===== src/rtl/fpm_pkg.sv =====
// Shared types for the erase-block protection manager.
// Assumes: state and opcode encodings are fixed and visible to software.
package fpm_pkg;

    // Per-block protection state (2-bit encoding, 11 unused)
    typedef enum logic [1:0] {
        BLK_SEALED = 2'b00,
        BLK_OPEN   = 2'b01,
        BLK_PINNED = 2'b10
    } blk_state_t;

    // Command opcodes; any other value is a no-op
    typedef enum logic [2:0] {
        OPC_NONE  = 3'd0,
        OPC_SEAL  = 3'd1,
        OPC_OPEN  = 3'd2,
        OPC_PIN   = 3'd3,
        OPC_CLEAR = 3'd4
    } opc_t;

    localparam int unsigned ST_W = 2;

endpackage


===== src/rtl/fpm_guard_edge.sv =====
// Registers the hardware guard level and flags its high-to-low transition.
// Assumes: hw_guard is already synchronous to clk.
module fpm_guard_edge (
    input  logic clk,
    input  logic rst_n,
    input  logic guard_in,
    output logic fall_o
);

    logic guard_q;

    // Remember the guard level seen at the previous edge
    always_ff @(posedge clk) begin
        if (!rst_n) guard_q <= 1'b0;
        else        guard_q <= guard_in;
    end

    // A fall is: high last edge, low now
    always_comb fall_o = guard_q & ~guard_in;

endmodule


===== src/rtl/fpm_block_cell.sv =====
// Holds the protection state of one erase block and applies commands aimed at it.
// Assumes: the guard fall has priority over a command for a pinned block;
//          reset and power-down seal the block.
module fpm_block_cell
    import fpm_pkg::*;
#(
    parameter int unsigned BLK_W = 4,
    parameter int unsigned IDX   = 0
) (
    input  logic             clk,
    input  logic             rst_n,
    input  logic             pwr_down,
    input  logic             guard_fall,
    input  logic             guard_hi,
    input  logic             cmd_valid,
    input  logic [2:0]       cmd_op,
    input  logic [BLK_W-1:0] cmd_blk,
    output logic [ST_W-1:0]  state_o
);

    localparam logic [BLK_W-1:0] MY_IDX = BLK_W'(IDX);

    blk_state_t cur_q;
    blk_state_t nxt;
    logic       hit;

    // Address decode for this block
    always_comb hit = cmd_valid && (cmd_blk == MY_IDX);

    // Next state: guard reversion first, then the addressed command
    always_comb begin
        nxt = cur_q;
        if (guard_fall && cur_q == BLK_PINNED) begin
            nxt = BLK_SEALED;
        end else if (hit) begin
            case (opc_t'(cmd_op))
                OPC_SEAL: if (cur_q == BLK_OPEN) nxt = BLK_SEALED;
                OPC_OPEN: begin
                    if (cur_q == BLK_SEALED)
                        nxt = BLK_OPEN;
                    else if (cur_q == BLK_PINNED && guard_hi)
                        nxt = BLK_OPEN;
                end
                OPC_PIN:  if (cur_q != BLK_PINNED) nxt = BLK_PINNED;
                default:  nxt = cur_q;
            endcase
        end
    end

    // State register; reset and power-down both seal
    always_ff @(posedge clk) begin
        if (!rst_n || pwr_down) cur_q <= BLK_SEALED;
        else                    cur_q <= nxt;
    end

    always_comb state_o = cur_q;

endmodule


===== src/rtl/fpm_op_gate.sv =====
// Judges program/erase requests against the stored block states and keeps the sticky error flag.
// Assumes: a request is judged on the state before this cycle's update;
//          setting the flag wins over clearing it in the same cycle.
module fpm_op_gate
    import fpm_pkg::*;
#(
    parameter int unsigned NBLK  = 16,
    parameter int unsigned BLK_W = 4
) (
    input  logic                 clk,
    input  logic                 rst_n,
    input  logic                 op_req,
    input  logic [BLK_W-1:0]     op_blk,
    input  logic [NBLK*ST_W-1:0] st_flat,
    input  logic                 clr_cmd,
    output logic                 grant_o,
    output logic                 refuse_o,
    output logic                 err_o
);

    logic [ST_W-1:0] sel;
    logic            is_open;

    // Pick the state of the requested block
    always_comb begin
        sel     = st_flat[{op_blk, 1'b0} +: ST_W];
        is_open = (sel == BLK_OPEN);
    end

    // Registered verdict pulses and sticky error
    always_ff @(posedge clk) begin
        if (!rst_n) begin
            grant_o  <= 1'b0;
            refuse_o <= 1'b0;
            err_o    <= 1'b0;
        end else begin
            grant_o  <= op_req && is_open;
            refuse_o <= op_req && !is_open;
            if (op_req && !is_open) err_o <= 1'b1;
            else if (clr_cmd)       err_o <= 1'b0;
        end
    end

endmodule


===== src/rtl/flash_protect_mgr.sv =====
// Top of the erase-block protection manager: one state cell per block,
// a guard edge detector, the request gate and a readback mux.
// Assumes: block count is a power of two no larger than 2**BLK_W.
module flash_protect_mgr
    import fpm_pkg::*;
#(
    parameter int unsigned NBLK  = 16,
    parameter int unsigned BLK_W = (NBLK > 1) ? $clog2(NBLK) : 1
) (
    input  logic             clk,
    input  logic             rst_n,
    input  logic             pwr_down,
    input  logic             hw_guard,
    input  logic             cmd_valid,
    input  logic [2:0]       cmd_op,
    input  logic [BLK_W-1:0] cmd_blk,
    input  logic             op_req,
    input  logic [BLK_W-1:0] op_blk,
    output logic             op_grant,
    output logic             op_refuse,
    output logic             status_err,
    input  logic [BLK_W-1:0] rd_blk,
    output logic [1:0]       rd_state
);

    localparam int unsigned FLAT_W = NBLK * ST_W;

    logic              guard_fall;
    logic              clr_cmd;
    logic [FLAT_W-1:0] st_flat;

    // Guard transition detector
    fpm_guard_edge u_edge (
        .clk      (clk),
        .rst_n    (rst_n),
        .guard_in (hw_guard),
        .fall_o   (guard_fall)
    );

    // One state cell per erase block
    for (genvar g = 0; g < NBLK; g++) begin : g_cell
        fpm_block_cell #(.BLK_W(BLK_W), .IDX(g)) u_cell (
            .clk        (clk),
            .rst_n      (rst_n),
            .pwr_down   (pwr_down),
            .guard_fall (guard_fall),
            .guard_hi   (hw_guard),
            .cmd_valid  (cmd_valid),
            .cmd_op     (cmd_op),
            .cmd_blk    (cmd_blk),
            .state_o    (st_flat[g*ST_W +: ST_W])
        );
    end

    // Clear-status command decode
    always_comb clr_cmd = cmd_valid && (cmd_op == OPC_CLEAR);

    // Request gate and sticky flag
    fpm_op_gate #(.NBLK(NBLK), .BLK_W(BLK_W)) u_gate (
        .clk      (clk),
        .rst_n    (rst_n),
        .op_req   (op_req),
        .op_blk   (op_blk),
        .st_flat  (st_flat),
        .clr_cmd  (clr_cmd),
        .grant_o  (op_grant),
        .refuse_o (op_refuse),
        .err_o    (status_err)
    );

    // Readback of one block's state
    always_comb rd_state = st_flat[{rd_blk, 1'b0} +: ST_W];

endmodule


===== config.mk =====
export PLATFORM = sky130hd
export DESIGN_NAME = flash_protect_mgr
export DESIGN_NICKNAME = d
export VERILOG_FILES = /design/src/rtl/fpm_pkg.sv /design/src/rtl/fpm_guard_edge.sv /design/src/rtl/fpm_block_cell.sv /design/src/rtl/fpm_op_gate.sv /design/src/rtl/flash_protect_mgr.sv
export SDC_FILE = /design/constraint.sdc
export NUM_CORES = 1
export LEC_CHECK = 0
export BUFFER_PORTS_ARGS = -buffer_cell sky130_fd_sc_hd__buf_2
export CELL_PAD_IN_SITES_DETAIL_PLACEMENT = 0
export CELL_PAD_IN_SITES_GLOBAL_PLACEMENT = 1
export CORE_MARGIN = 1
export CORE_UTILIZATION = 40
export DETAILED_ROUTE_END_ITERATION = 16
export PLACE_DENSITY = 0.72
export SLEW_MARGIN = 20
export SYNTH_ARGS = -nofsm -noshare
export SYNTH_HDL_FRONTEND = slang
export SYNTH_SLANG_ARGS = --single-unit

===== constraint.sdc =====
create_clock -name clk -period 1.9 [get_ports clk]
set_input_delay 0.285 -clock clk [delete_from_list [all_inputs] [get_ports clk]]
set_output_delay 0.285 -clock clk [all_outputs]
set_load 0.03 [all_outputs]

# --- Word-level counts from Yosys, hierarchy flattened ---
# Cells that the tools add are included.
# W data, S select, Z words.
totals:
  elab_cells: 327
  ff_bits: 36
  inputBits: 21
op_classes:
  n_bitwise: 2
  n_eq_ne: 116
  n_reduce_logical: 105
  shift: 2
  mux: 82
ops:
  columns: ["operator", "count"]
  rows:
  - ["$mux W2", 64]
  - ["$pmux W2 S3", 16]
  - ["$reduce_and A5 Y1", 16]
  - ["$ne A2 B1 Y1 const B", 32]
  - ["$shiftx A32 B6 Y2", 2]
  - ["$logic_and A1 B1 Y1", 51]
  - ["$ne A3 B1 Y1 const B", 16]
  - ["$eq A2 B1 Y1 const B", 17]
  - ["$eq A2 B2 Y1 const B", 16]
  - ["$eq A4 B4 Y1 const B", 8]
  - ["$logic_not A2 Y1", 16]
  - ["$ne A2 B2 Y1 const B", 16]
  - ["$reduce_or A2 Y1", 16]
  - ["$eq A4 B3 Y1 const B", 4]
  - ["$eq A4 B2 Y1 const B", 2]
  - ["$eq A3 B2 Y1 const B", 2]
  - ["$eq A4 B1 Y1 const B", 1]
  - ["$logic_not A4 Y1", 1]
  - ["$eq A3 B1 Y1 const B", 1]
  - ["$eq A3 B3 Y1 const B", 1]
  - ["$reduce_bool A3 Y1", 1]
  - ["$logic_not A1 Y1", 2]
  - ["$mux W1", 2]
  - ["$reduce_bool A2 Y1", 1]
  - ["other kinds (3)", 3]

# --- Longest topological paths before layout ---
logic_depth:
  word_depth: 5
  depth_mapped: 7
  ltp_nobuf: 5

# --- By module ---
# From an unflattened synthesis, not the netlist that was laid out.
unflattened:
  hier_cells: 382
  hier_area_um2: 3420.8
by_module_without_submodules:
  columns: ["mod", "cells_each", "area_per_inst_um2", "n_inst", "seq_area_each_um2"]
  rows:
  - ["fpm_block_cell at g_cell[10].u_cell ...", 18, 162.7, 6, 40.0]
  - ["fpm_block_cell at g_cell[3].u_cell ...", 18, 177.7, 3, 40.0]
  - ["fpm_op_gate", 50, 369.1, 1, 60.1]
  - ["fpm_block_cell at g_cell[11].u_cell ...", 21, 180.2, 2, 40.0]
  - ["fpm_block_cell at g_cell[0].u_cell ...", 21, 177.7, 2, 40.0]
  - ["fpm_block_cell at g_cell[13].u_cell ...", 21, 168.9, 2, 40.0]
  - ["flash_protect_mgr", 23, 277.8, 1, 0.0]
  - ["fpm_block_cell at g_cell[12].u_cell", 18, 175.2, 1, 40.0]
  - ["fpm_guard_edge", 3, 36.3, 1, 20.0]

# --- Worst setup path before layout ---
# Ideal clock, no wire load.
synth_path:
  path_type: "in2out"
  startpoint: "input port rd_blk[1]"
  endpoint: "output port rd_state[0]"
  required_ns: 1.615
  setup_slack_ns: -0.060
  cell_stages: 3
  arrival_ns: 1.675
  path_cell_list: "clkbuf_1 > mux4_2 > mux4_2"
synth_via:
  elab_chain_len: 1
synth_rtl:
  columns: ["item", "line", "rtl"]
  rows:
  - ["from (decl)", "flash_protect_mgr.sv:22", "input logic [BLK_W-1:0] rd_blk,"]
  - ["$shiftx A32 B6 Y2", "flash_protect_mgr.sv:72", "always_comb rd_state = st_flat[{rd_blk, 1'b0} +: ST_W];"]
  - ["to (decl)", "flash_protect_mgr.sv:23", "output logic [1:0] rd_state"]
# No other way between the ends.

# --- Worst setup path in the final report ---
layout_path:
  startpoint: "register g_cell[11].u_cell.cur_q[1]"
  endpoint: "output port rd_state[1]"
layout_via:
  elab_chain_len: 1
layout_rtl:
  columns: ["item", "line", "rtl"]
  rows:
  - ["from (decl)", "fpm_block_cell.sv:23", "blk_state_t cur_q;"]
  - ["from (signal assigned)", "fpm_block_cell.sv:53", "else cur_q <= nxt;"]
  - ["$shiftx A32 B6 Y2", "flash_protect_mgr.sv:72", null]
# No other way between the ends.

==> out/metrics.cfg <==
[setup_path]
crit_arrival_ps = 1770
reg2reg_from = g_cell[7].u_cell.state_o[1]
start_kind = register
crit_buf_inv = 1
crit_path_end_kind = output port
critPathRequiredTime_ps = 1620
path_cells = mux4_2 -> mux4_2 -> buf_6
timing.critical_path.from = g_cell[11].u_cell.state_o[1]
cpMostUsedCell = mux4_2
reg2reg_to = u_gate.grant_o
critPathMaxStageDelay_ps = 500
crit_end = rd_state[1]
ff2ff_path_depth = 6
worstSetupPathType = reg2out
crit_fanout = 2
r2r_slack_ps = 250
critPathSlowestCell = mux4_2
cp.depth = 3
cp_top_family = multiplexers

[run]
drv_cap = 0

[layout]
final_common_cell = buf_4
nFillCells = 573
num_antenna_cells = 0
seq_area_um2 = 744
syn_to_final_growth_pct = 26.3
final_cell_mix = buf_4 (49), o21ai_0 (30), dfxtp_1 (23), buf_2 (23), a21oi_1 (22)
final_cells = 444
final_util_pct = 53.4
drive_gt1_share_pct = 30.4
multiInputGateArea_um2 = 1720
final_nets = 390

[sta]
timing.final.hold_violations = 0
timing.fmax_mhz = 487
finalSetupTns_ps = -296
fin_skew_ps = 4.24
timing_worst_slew_pin_value_ps = 511
rsz0062_at_grt = true
setup_slack_ps = -153
max_slew_margin_pct = 65.9
setup_viol = 2
period_minus_slack_ps = 2050
slew_violations = 0
post-route-period-util_pct = 108

[placement]
io_buffers = 25
post-dp-hpwl_um = 6270
gp_congestion = 0.901
dpl.cell_count = 433
dp_slack_ps = -141

[drt]
vias = 2700
drt_wl_total_um = 8570
wire_per_inst_um = 19.3
via_per_inst = 6.08
dr.pass1.iters = 5
drc = 0
drt_iter0_drc = 208
ant_nets = 0

[die]
die_h_um = 82.1
start_util_pct = 42.3
die_w_um = 82.1
core_um2 = 6060
placementRows = 28
ios = 26
dieArea_um2 = 6730

[min_path]
hold_path.class = in2reg

[global_routing]
gr-usage-met1_pct = 36.4
grt_pass1_wl_um = 13200
grt_pass1_vias = 2466
grt_start_max_net_pins = 18
antenna_found_initial = 0
grt_remaining_overflow = 0
grt.total_usage_pct = 27.4
use_met3_pct = 4.22
gr-max-usage-layer = met2
grt_use_met2_pct = 43.7

[run_status]
violations = setup timing
status = finished, violations left

[clock_network]
cts.sinks = 36
cts_max_path_buffers = 2
ctsRootBufferMaster = clkbuf_8
tritoncts = yes
holdBufCountCts = 0
clock_latency_ps = 300
htreeDepth = 2
clk_pin_slew_ps = 70
cts-buffers-inserted = 5

[power]
finalPower_mw = 1.62
ir_drop_mv = 0.323
power_density_nw_per_um2 = 502
p_leak_nw = 1.18

[logic_synthesis]
synth-edff-count = 0
ys_warn_count = 0
yosysUniqueCellTypes = 52
async_flop_share_pct = 0
synth_seq_area_share_pct = 28.1
synth_fp_nets = 324
syn_area_um2 = 2560
synth_ff_type = dfxtp_1
synth_seq_cells = 36
postSynthCellCount = 303
syn_avg_cell_area_um2 = 8.46

## power breakdown
group / internal, mW / total [mW] / switching (mW)
Sequential: 0.757 / 0.760 / 0.00340
Combinational: 0.0926 / 0.247 / 0.155
Clock: 0.323 / 0.617 / 0.294
## layout make-up
type | count | area share, %
Inverter | 16 | 1.86
Sequential cell | 36 | 23.0
Tap cell | 75 | 2.90
Multi-Input combinational cell | 235 | 53.0
Clock buffer | 7 | 2.98
Timing Repair Buffer | 75 | 16.2
## cell usage after synthesis, types with 5 or more instances
cell type	n	area [um2]
nand4_1	5	31.3
nor2b_1	14	87.6
nor2_1	17	63.8
mux2i_1	6	60.1
a21oi_1	22	110
a211oi_1	13	97.6
mux4_2	10	225
dfxtp_1	36	721
a21boi_0	5	37.5
inv_1	16	60.1
clkbuf_1	12	45.0
maj3_1	6	60.1
nor3b_1	5	37.5
nand2b_1	10	62.6
and3_1	6	37.5
o21ai_0	30	150
nand2_1	18	67.6
a22oi_1	5	37.5
## per-stage QoR
stage,hold slack (ps),instance area [um2]
finish,233,3240
global route,253,3240
floorplan,407,2560
detailed placement,503,3070
global placement,500,3070
CTS,227,3200
## sequential cells by signal, summed over array words and instances (netlist names)
register and count:
g_cell.u_cell.state_o 32, u_edge.guard_q 1, u_gate.err_o 1, u_gate.grant_o 1, u_gate.refuse_o 1
## kinds of logic (layout without fill, tap and decap cells)
group,after synthesis,in the layout,share of synthesized area [%]
DFF,36,36,28.1
buffers and inverters,32,98,4.93
and+or+nand+nor,100,100,23.9
adders and majority gates,6,6,2.34
muxes,16,16,11.1
AOI/OAI and AO/OA,113,113,29.6
## worst min-delay path by stage
stage,to,startpoint,cells after the start,slack [ps]
4_1_cts,u_gate.refuse_o,op_req,3,230
5_1_grt,u_gate.grant_o,op_req,2,250
6_report,u_gate.refuse_o,op_req,3,230
2_1_floorplan,u_edge.guard_q,hw_guard,1,410
3_5_place_dp,u_gate.err_o,u_gate.err_o,2,500
3_3_place_gp,u_gate.err_o,u_gate.err_o,2,500
## routing by layer
layer	share of wire, %	up-vias
met3	5.3	21
met4	2.5	0
met1	47	1291
met2	46	90
met5	0	-
li1	-	1298
## worst reg2reg max path: cells and delay by family (launching register included)
kind	cells	cell delay, ps
and+or+nand+nor	4	940
DFF	1	350
buffers and inverters	1	140
AOI/OAI and AO/OA	1	130
## repair_timing
item / in CTS / in global routing
setup buffers: 1 / 3
pin swaps: 0 / 0
hold endpoints to repair: 0 / 0
resized for setup: 9 / 11
setup endpoints to repair: 2 / 2
No activity file was read; power rests on OpenSTA's default activity.
